File: src/rtl/modadd_pkg.sv
package modadd_pkg;

   // prefix network variants
   localparam int PFX_SPARSE = 0;
   localparam int PFX_DENSE  = 1;

   function automatic int modulus(input int n, input int k);
      return (1 << n) - (1 << k) - 1;
   endfunction

endpackage

File: src/rtl/modadd_pre.sv
// Pre-processing: generate/propagate pairs of A + B + 2^K + 1.
// Bit 0 folds the +1 into its generate; the upper field runs a
// carry-save step that absorbs the +2^K term.
module modadd_pre #(
   parameter int N = 8,
   parameter int K = 4
) (
   input  logic [N-1:0] a,
   input  logic [N-1:0] b,
   output logic [N-1:0] g,
   output logic [N-1:0] p,
   output logic         csa_co
);

   logic [N-1:0] hg;
   logic [N-1:0] hp;

   always_comb begin
      hg = a & b;
      hp = a ^ b;
      // bit 0 carries the +1: generate when either operand bit is set
      g[0] = hg[0] | hp[0];
      p[0] = hp[0];
      for (int i = 1; i < K; i++) begin
         g[i] = hg[i];
         p[i] = hp[i];
      end
      // bit K: half-sum plus constant one
      g[K] = hp[K];
      p[K] = ~hp[K];
      // upper field: half-sum paired with the shifted carry-save carry
      for (int i = K + 1; i < N; i++) begin
         g[i] = hp[i] & hg[i-1];
         p[i] = hp[i] ^ hg[i-1];
      end
      csa_co = hg[N-1];
   end

endmodule

File: src/rtl/modadd_prefix.sv
// Parallel-prefix carry network; outputs G[i:0] for every bit.
module modadd_prefix #(
   parameter int W    = 8,
   parameter int KIND = 0
) (
   input  logic [W-1:0] g,
   input  logic [W-1:0] p,
   output logic [W-1:0] gg
);

   localparam int L = (W > 1) ? $clog2(W) : 1;

   logic gl [0:L][0:W-1];
   logic pl [0:L-1][0:W-1];

   for (genvar i = 0; i < W; i++) begin : g_seed
      assign gl[0][i] = g[i];
      assign pl[0][i] = p[i];
   end

   for (genvar lv = 0; lv < L; lv++) begin : g_level
      for (genvar i = 0; i < W; i++) begin : g_node
         localparam int SPARSE_J = (((i >> lv) & 1) == 1) ? (((i >> lv) << lv) - 1) : -1;
         localparam int DENSE_J  = (i >= (1 << lv)) ? (i - (1 << lv)) : -1;
         localparam int J        = (KIND == modadd_pkg::PFX_SPARSE) ? SPARSE_J : DENSE_J;
         if (J >= 0) begin : g_op
            assign gl[lv+1][i] = gl[lv][i] | (pl[lv][i] & gl[lv][J]);
            if (lv < L - 1) begin : g_pp
               assign pl[lv+1][i] = pl[lv][i] & pl[lv][J];
            end
         end else begin : g_pass
            assign gl[lv+1][i] = gl[lv][i];
            if (lv < L - 1) begin : g_pp
               assign pl[lv+1][i] = pl[lv][i];
            end
         end
      end
   end

   for (genvar i = 0; i < W; i++) begin : g_out
      assign gg[i] = gl[L][i];
   end

endmodule

File: src/rtl/modadd_correct.sv
// Carry correction and sum XOR layer.
module modadd_correct #(
   parameter int N = 8,
   parameter int K = 4
) (
   input  logic [N-1:0] p,
   input  logic [N-1:0] gg,
   input  logic         csa_co,
   output logic [N-1:0] s
);

   logic cout;
   logic run;
   logic rc;
   logic kick;

   always_comb begin
      // overflow of the biased sum selects the biased branch
      cout = gg[N-1] | csa_co;
      kick = 1'b0;
      rc   = 1'b0;
      run  = p[0];
      s[0] = p[0] ^ cout;
      // lower field and bit K: strip the +1 ripple through P[i-1:0]
      for (int i = 1; i <= K; i++) begin
         rc = gg[i-1] & (cout | ~run);
         if (i == K) begin
            s[i] = p[i] ^ rc ^ ~cout;
            // plain carry leaving bit K
            kick = ~p[i] & gg[i-1] & ~run;
         end else begin
            s[i] = p[i] ^ rc;
            run  = run & p[i];
         end
      end
      // upper field: keep a biased carry only if the chain above K+1
      // is broken or the plain carry out of bit K feeds it
      run = 1'b1;
      for (int i = K + 1; i < N; i++) begin
         rc   = gg[i-1] & (cout | ~run | kick);
         s[i] = p[i] ^ rc;
         run  = run & p[i];
      end
   end

endmodule

File: src/rtl/modadd_2n2k1.sv
module modadd_2n2k1 #(
   parameter int N           = 8,
   parameter int K           = 4,
   parameter int PREFIX_KIND = 0,
   parameter bit REG_OUT     = 1'b1
) (
   input  logic         clk,
   input  logic         rst_n,
   input  logic [N-1:0] a,
   input  logic [N-1:0] b,
   output logic [N-1:0] sum
);

   // legal parameter space
   if (K < 1 || K > N - 2) begin : g_bad_k
      $error("modadd_2n2k1: K must lie in 1..N-2");
   end
   if (PREFIX_KIND != modadd_pkg::PFX_SPARSE && PREFIX_KIND != modadd_pkg::PFX_DENSE) begin : g_bad_kind
      $error("modadd_2n2k1: unknown PREFIX_KIND");
   end

   logic [N-1:0] g;
   logic [N-1:0] p;
   logic [N-1:0] gg;
   logic         csa_co;
   logic [N-1:0] sum_c;

   modadd_pre #(.N(N), .K(K)) i_pre (
      .a      (a),
      .b      (b),
      .g      (g),
      .p      (p),
      .csa_co (csa_co)
   );

   modadd_prefix #(.W(N), .KIND(PREFIX_KIND)) i_prefix (
      .g  (g),
      .p  (p),
      .gg (gg)
   );

   modadd_correct #(.N(N), .K(K)) i_correct (
      .p      (p),
      .gg     (gg),
      .csa_co (csa_co),
      .s      (sum_c)
   );

   if (REG_OUT) begin : g_reg
      logic [N-1:0] sum_q;
      always_ff @(posedge clk or negedge rst_n) begin
         if (!rst_n) sum_q <= '0;
         else        sum_q <= sum_c;
      end
      assign sum = sum_q;
   end else begin : g_comb
      assign sum = sum_c;
   end

endmodule

File: config.mk
export PLATFORM = sky130hd
export DESIGN_NAME = modadd_2n2k1
export DESIGN_NICKNAME = d
export VERILOG_FILES = /design/src/rtl/modadd_pkg.sv /design/src/rtl/modadd_pre.sv /design/src/rtl/modadd_prefix.sv /design/src/rtl/modadd_correct.sv /design/src/rtl/modadd_2n2k1.sv
export SDC_FILE = /design/constraint.sdc
export NUM_CORES = 1
export LEC_CHECK = 0
export ABC_AREA = 1
export BUFFER_PORTS_ARGS = -buffer_cell sky130_fd_sc_hd__buf_2
export CAP_MARGIN = 40
export CORE_MARGIN = 1
export CORE_UTILIZATION = 52
export DETAILED_ROUTE_END_ITERATION = 10
export GPL_ROUTABILITY_DRIVEN = 0
export HOLD_SLACK_MARGIN = 0.08
export PLACE_DENSITY = 0.91
export SLEW_MARGIN = 30
export SYNTH_ARGS = -nofsm -noshare
export SYNTH_HDL_FRONTEND = slang
export SYNTH_HIERARCHICAL = 1
export SYNTH_SLANG_ARGS = --single-unit
File: constraint.sdc
create_clock -name clk -period 0.8 [get_ports clk]
set_input_delay 0.16 -clock clk [delete_from_list [all_inputs] [get_ports clk]]
set_output_delay 0.16 -clock clk [all_outputs]
set_load 0.02 [all_outputs]
==> results, run 1 <==
- The run stopped with a tool error.
- The flow halted during global routing.
- The first error in the log reads "[ERROR DPL-0033] detailed placement checks failed during check placement".
- The total number of yosys warnings is 6.
- The post-synthesis net count is 137.
- The initial antenna violation count is 0.
- The number of I/O pins is 26.
- The synthesized design contains 8 register bits.
- The number of standard-cell rows in the floorplan is 13.
- In this run the mean area of a mapped cell was 7.00 µm².
- Port buffering added 25 buffers.
- The die boundary width is 40.0 µm.
- CTS saw 8 sinks.
- The detailed-placement wirelength estimate is 1710 µm.
- The height of the chip is 40.0 µm.
- Of the synthesized area, sequential elements account for 0.267.
- At the placement stage, the worst setup path has a slack of -1040 ps.
- The clock tree buffer depth is 2.
- The kind of the worst endpoint is a register input.
- The last worst endpoint in the global-route repair_timing is sum[1]$_DFF_PN0_/D.
- The post-synthesis instance area is 749 µm².
- The number of placed cells counting well taps is 158.
- The number of different library cells used by synthesis comes to 16.
- The number of standard cells after synthesis is 107.
- The maximum number of pins on one net before global-route repair is 9.
- The number of H-tree branching levels is 1.
- For this configuration, the core starts out at a cell density of 0.569.
- The root buffer cell chosen for the clock tree is sky130_fd_sc_hd__clkbuf_4.
- Clock tree synthesis inserted a total of 3 buffers.
==> synthesized netlist by cell type, drive strengths merged <==
cell type	number	area, µm²
a21o	1	7.51
nor2	6	22.5
o21ai	2	10.0
dfrtp	8	200
nand3	5	25.0
inv	24	90.1
a21oi	3	18.8
buf	1	7.51
nand2	41	179
xnor2	3	26.3
nand4	1	12.5
ha	12	150
==> stage by stage <==
stage / util / TNS (ps) / instance area (µm²)
after detailed placement: 0.813 / -7490 / 1070
after floorplan: - / -5230 / 845
after CTS: 0.930 / -5880 / 1220
after global placement: 0.813 / -6700 / 1070
==> logic make-up after synthesis <==
kind of cell | after synthesis | share of synthesized area
and+or+nand+nor | 53 | 0.319
buffers and inverters | 25 | 0.130
adders and majority gates | 12 | 0.200
DFF | 8 | 0.267
AOI/OAI and AO/OA | 6 | 0.0484
xor gates and xnor gates | 3 | 0.0351
==> what timing repair did <==
action	4_1_cts
resized for setup	31
pin swaps	23
setup buffers	2
endpoints found under the hold margin	8
endpoints found under the setup margin	16
hold buffers	1
==> inputs of run 2 (changes only) <==
--- a/config.mk
+++ b/config.mk
@@ -8,12 +8,11 @@
 export ABC_AREA = 1
 export BUFFER_PORTS_ARGS = -buffer_cell sky130_fd_sc_hd__buf_2
 export CAP_MARGIN = 40
-export CORE_MARGIN = 1
-export CORE_UTILIZATION = 52
+export CORE_AREA = 2 2 63 65
 export DETAILED_ROUTE_END_ITERATION = 10
+export DIE_AREA = 0 0 65 67
 export GPL_ROUTABILITY_DRIVEN = 0
-export HOLD_SLACK_MARGIN = 0.08
-export PLACE_DENSITY = 0.91
+export PLACE_DENSITY_LB_ADDON = 0.15
 export SLEW_MARGIN = 30
 export SYNTH_ARGS = -nofsm -noshare
 export SYNTH_HDL_FRONTEND = slang
==> run 2 against run 1 <==
  * The flow now finishes, with violations (setup timing)
  * Synthesized area unchanged
  * Synthesized cell count unchanged
==> results, run 2 <==
- The most used flip-flop cell after synthesis is sky130_fd_sc_hd__dfrtp_1.
- Dividing the synthesized area by the synthesized cell count gives 7.00 µm².
- The number of H-tree branching levels is 1.
- Setup repair after global routing could not meet its margin everywhere.
- The register bit count reported by yosys is 8.
- For this block, the routed nets add up to 1530 µm of wire.
- The clock tree root buffer cell is sky130_fd_sc_hd__clkbuf_8.
- Data arrives at the worst endpoint at 1590 ps.
- The worst-case headroom to the max-slew limit is 0.867.
- For this configuration, the core starts out at a cell density of 0.208.
- Leaving out fill and tap cells, the most frequent cell in the layout is sky130_fd_sc_hd__nand2_1.
- Entering global routing, the biggest net connects 9 pins.
- The CTS tree is done.
- The number of diodes is 0.
- The overall global routing resource usage is 0.0810.
- After layout, the worst setup slack is -688 ps.
- The total clock buffers created by CTS is 3.
- In this run the static leakage power is 0.698 nW.
- The total vias in the final route is 746.
- The share of synthesized area in the top cell type comes to 0.267.
- The type of origin of the critical path is a primary input.
- The post-synthesis instance area is 749 µm².
- The total count of hold-check failures in the final report came to 0.
- The wire length of the first global-routing pass is 2850 µm.
- The detailed-placement wirelength estimate is 1340 µm.
- The number of setup violations in the final report is 16.
- The die is 67 µm tall.
- The synthesized design contains 0 enable-type register cells.
- Once detail routing completed, the nets flagged for antenna violations numbered 0.
- Yosys mapped the design onto 16 distinct sky130hd cell types.
- The number of nets in the synthesized netlist is 137.
- At the worst endpoint, the required time is 900 ps.
- The number of port buffers is 25.
- The most area-hungry cell type in the Yosys netlist is sky130_fd_sc_hd__dfrtp_1.
- Counting tap cells, the placed design contains a total of 190 instances.
- The residual DRC count is 0.
- The die boundary width is 65 µm.
- For this run, the number of standard cells in the final layout without fillers is 196.
- After clock tree synthesis, the clock-pin slew on the worst setup and hold paths is 40 ps.
- The floorplan step defined a core boundary enclosing 0.00361 mm².
- In the finished design, the share of the clock period the worst path needs comes to 1.86.
- In the post-synthesis netlist, the biggest area contributors are sky130_fd_sc_hd__dfrtp_1 27%, sky130_fd_sc_hd__ha_1 20%, sky130_fd_sc_hd__nand2_1 18%.
- The number of global-route vias before repair was 728.
- Of all nets on the critical path, the largest fanout is 7.
- The class of the tightest hold or removal check is primary input to async pin.
- Dividing total power by cell area gives a power density of 1730 mW/mm².
- Before CTS, the worst setup slack after placement is -979 ps.
- The final net count is 180.
- The worst setup path is captured at a register.
- The via count normalized by instance count is 3.81.
- The tree built by TritonCTS fans out to 8 sinks.
- In this run, the number of DRC markers left after iteration 0 of detailed routing was 62.
- The fraction of registers with async set or reset after synthesis is 1.00.
- The die covers 0.00436 mm².
- Counting I/O delays and the setup requirement, the final critical path takes 1490 ps.
- In the final layout, the share of cells above drive strength 1 is 0.534.
- For this run, the number of Yosys warnings is 6.
- Across the run, the number of max-cap violations was 0.
- The checks that failed: setup timing.
- In the synthesized netlist, the number of instances is 107.
- The number of flip-flops in the largest register is 8.
- The max-slew violation count is 0.
- sky130_fd_sc_hd__nand2_1 is the most common cell in the netlist.
- The run finished, with violations left.
- After floorplanning, the core was divided into 22 placement rows.
- For this run the aggregate overflow at the end of global routing stands at 0.
- The average wire per standard cell is 7.81 µm.
- The clock tree buffer depth is 2.
- The commonest cells after synthesis are 35 x sky130_fd_sc_hd__nand2_1, 23 x sky130_fd_sc_hd__inv_1, 12 x sky130_fd_sc_hd__ha_1, 8 x sky130_fd_sc_hd__dfrtp_1, 6 x sky130_fd_sc_hd__nor2_1.
- The critical path class is primary input to register.
- In the layout the commonest cells are 27 x sky130_fd_sc_hd__nand2_1, 18 x sky130_fd_sc_hd__inv_1, 13 x sky130_fd_sc_hd__buf_4, 13 x sky130_fd_sc_hd__buf_2, 12 x sky130_fd_sc_hd__buf_6.
- The number of I/O pins is 26.
- The area growth from synthesis to final layout is 75.0%.
- The share of the yosys chip area belonging to registers is 0.267.
- The number of detailed-routing iterations run before antenna repair is 4.
- The initial antenna violation count is 0.
- Static timing analysis puts the maximum clock frequency at 0.672 GHz.
- The aggregate negative setup slack is -5410 ps.
- At the pin with the least slew margin, the transition time is 199 ps.
- Across the VDD grid, the largest voltage drop is 0.391 mV.
-- run 2: cell counts after synthesis --
No cell type changed its count.
-- run 2: kinds of logic (layout without fill, tap and decap cells) --
family,Yosys count,after routing,share of synthesized area
buffers and inverters,25,66,0.130
XOR/XNOR,3,3,0.0351
flip-flops,8,8,0.267
AO/OA/AOI/OAI,6,6,0.0484
AND/OR/NAND/NOR,53,53,0.319
adder cells (fa/ha/maj),12,12,0.200
-- run 2: area by class of cell --
cell class	instances	area (µm²)
Clock buffer	3	41.3
Multi-Input combinational cell	74	609
Timing Repair Buffer	39	308
Fill cell	383	2290
Inverter	24	92.6
Tap cell	48	60.1
Sequential cell	8	200
-- run 2: power by group --
| part | switching [mW] | leakage, nW | internal (mW) |
|---|---|---|---|
| clock | 0.130 | 0.0216 | 0.323 |
| sequential | 0.0442 | 0.0937 | 0.512 |
| combinational | 0.629 | 0.583 | 0.637 |
| total | 0.802 | 0.698 | 1.47 |
-- run 2: what timing repair did --
item / in CTS / in global routing
endpoints found under the setup margin: 16 / 16
endpoints found under the hold margin: 8 / 0
cloned: 0 / 0
resized for setup: 27 / 14
hold buffers: 1 / 0
pin swaps: 19 / 8
buffers inserted: 1 / 1
-- run 2: worst paths after layout --
check                       from  endpoint  depth (start not counted)
max in group asynchronous  rst_n    sum[4]                          2
hold / removal             rst_n    sum[0]                          2
min in group clk            b[2]    sum[2]                          4
setup / recovery            b[5]    sum[1]                         14
-- run 2: critical path: stages --
cell,delay [ps]
sky130_fd_sc_hd__buf_6,100
sky130_fd_sc_hd__ha_4,230
sky130_fd_sc_hd__ha_4,290
sky130_fd_sc_hd__nand2_4,50
sky130_fd_sc_hd__nor2_2,90
sky130_fd_sc_hd__nand2_1,50
sky130_fd_sc_hd__nand2_1,70
sky130_fd_sc_hd__inv_2,40
sky130_fd_sc_hd__nand2_4,100
sky130_fd_sc_hd__inv_4,50
sky130_fd_sc_hd__ha_4,150
sky130_fd_sc_hd__inv_2,40
sky130_fd_sc_hd__nand2_2,50
sky130_fd_sc_hd__xnor2_2,120
-- run 2: metal layers --
| layer | track usage | up-vias | wire (µm) |
|---|---|---|---|
| met1 | 0.100 | 329 | 665 |
| met5 | 0 | - | 0 |
| met4 | 0.0319 | 0 | 0 |
| met3 | 0.0101 | 0 | 49 |
| met2 | 0.142 | 12 | 815 |
| li1 | - | 405 | - |
-- run 2: metrics by stage --
step	utilization	power, mW	hold WS (ps)	area [µm²]
finish	0.364	2.27	301	1310
global route	0.364	2.48	329	1310
CTS	0.348	2.22	299	1250
detailed placement	0.306	1.54	2.24	1100
global placement	0.306	1.53	-0.556	1100
floorplan	-	1.21	-136	845
(Power assumes the default switching activity.)
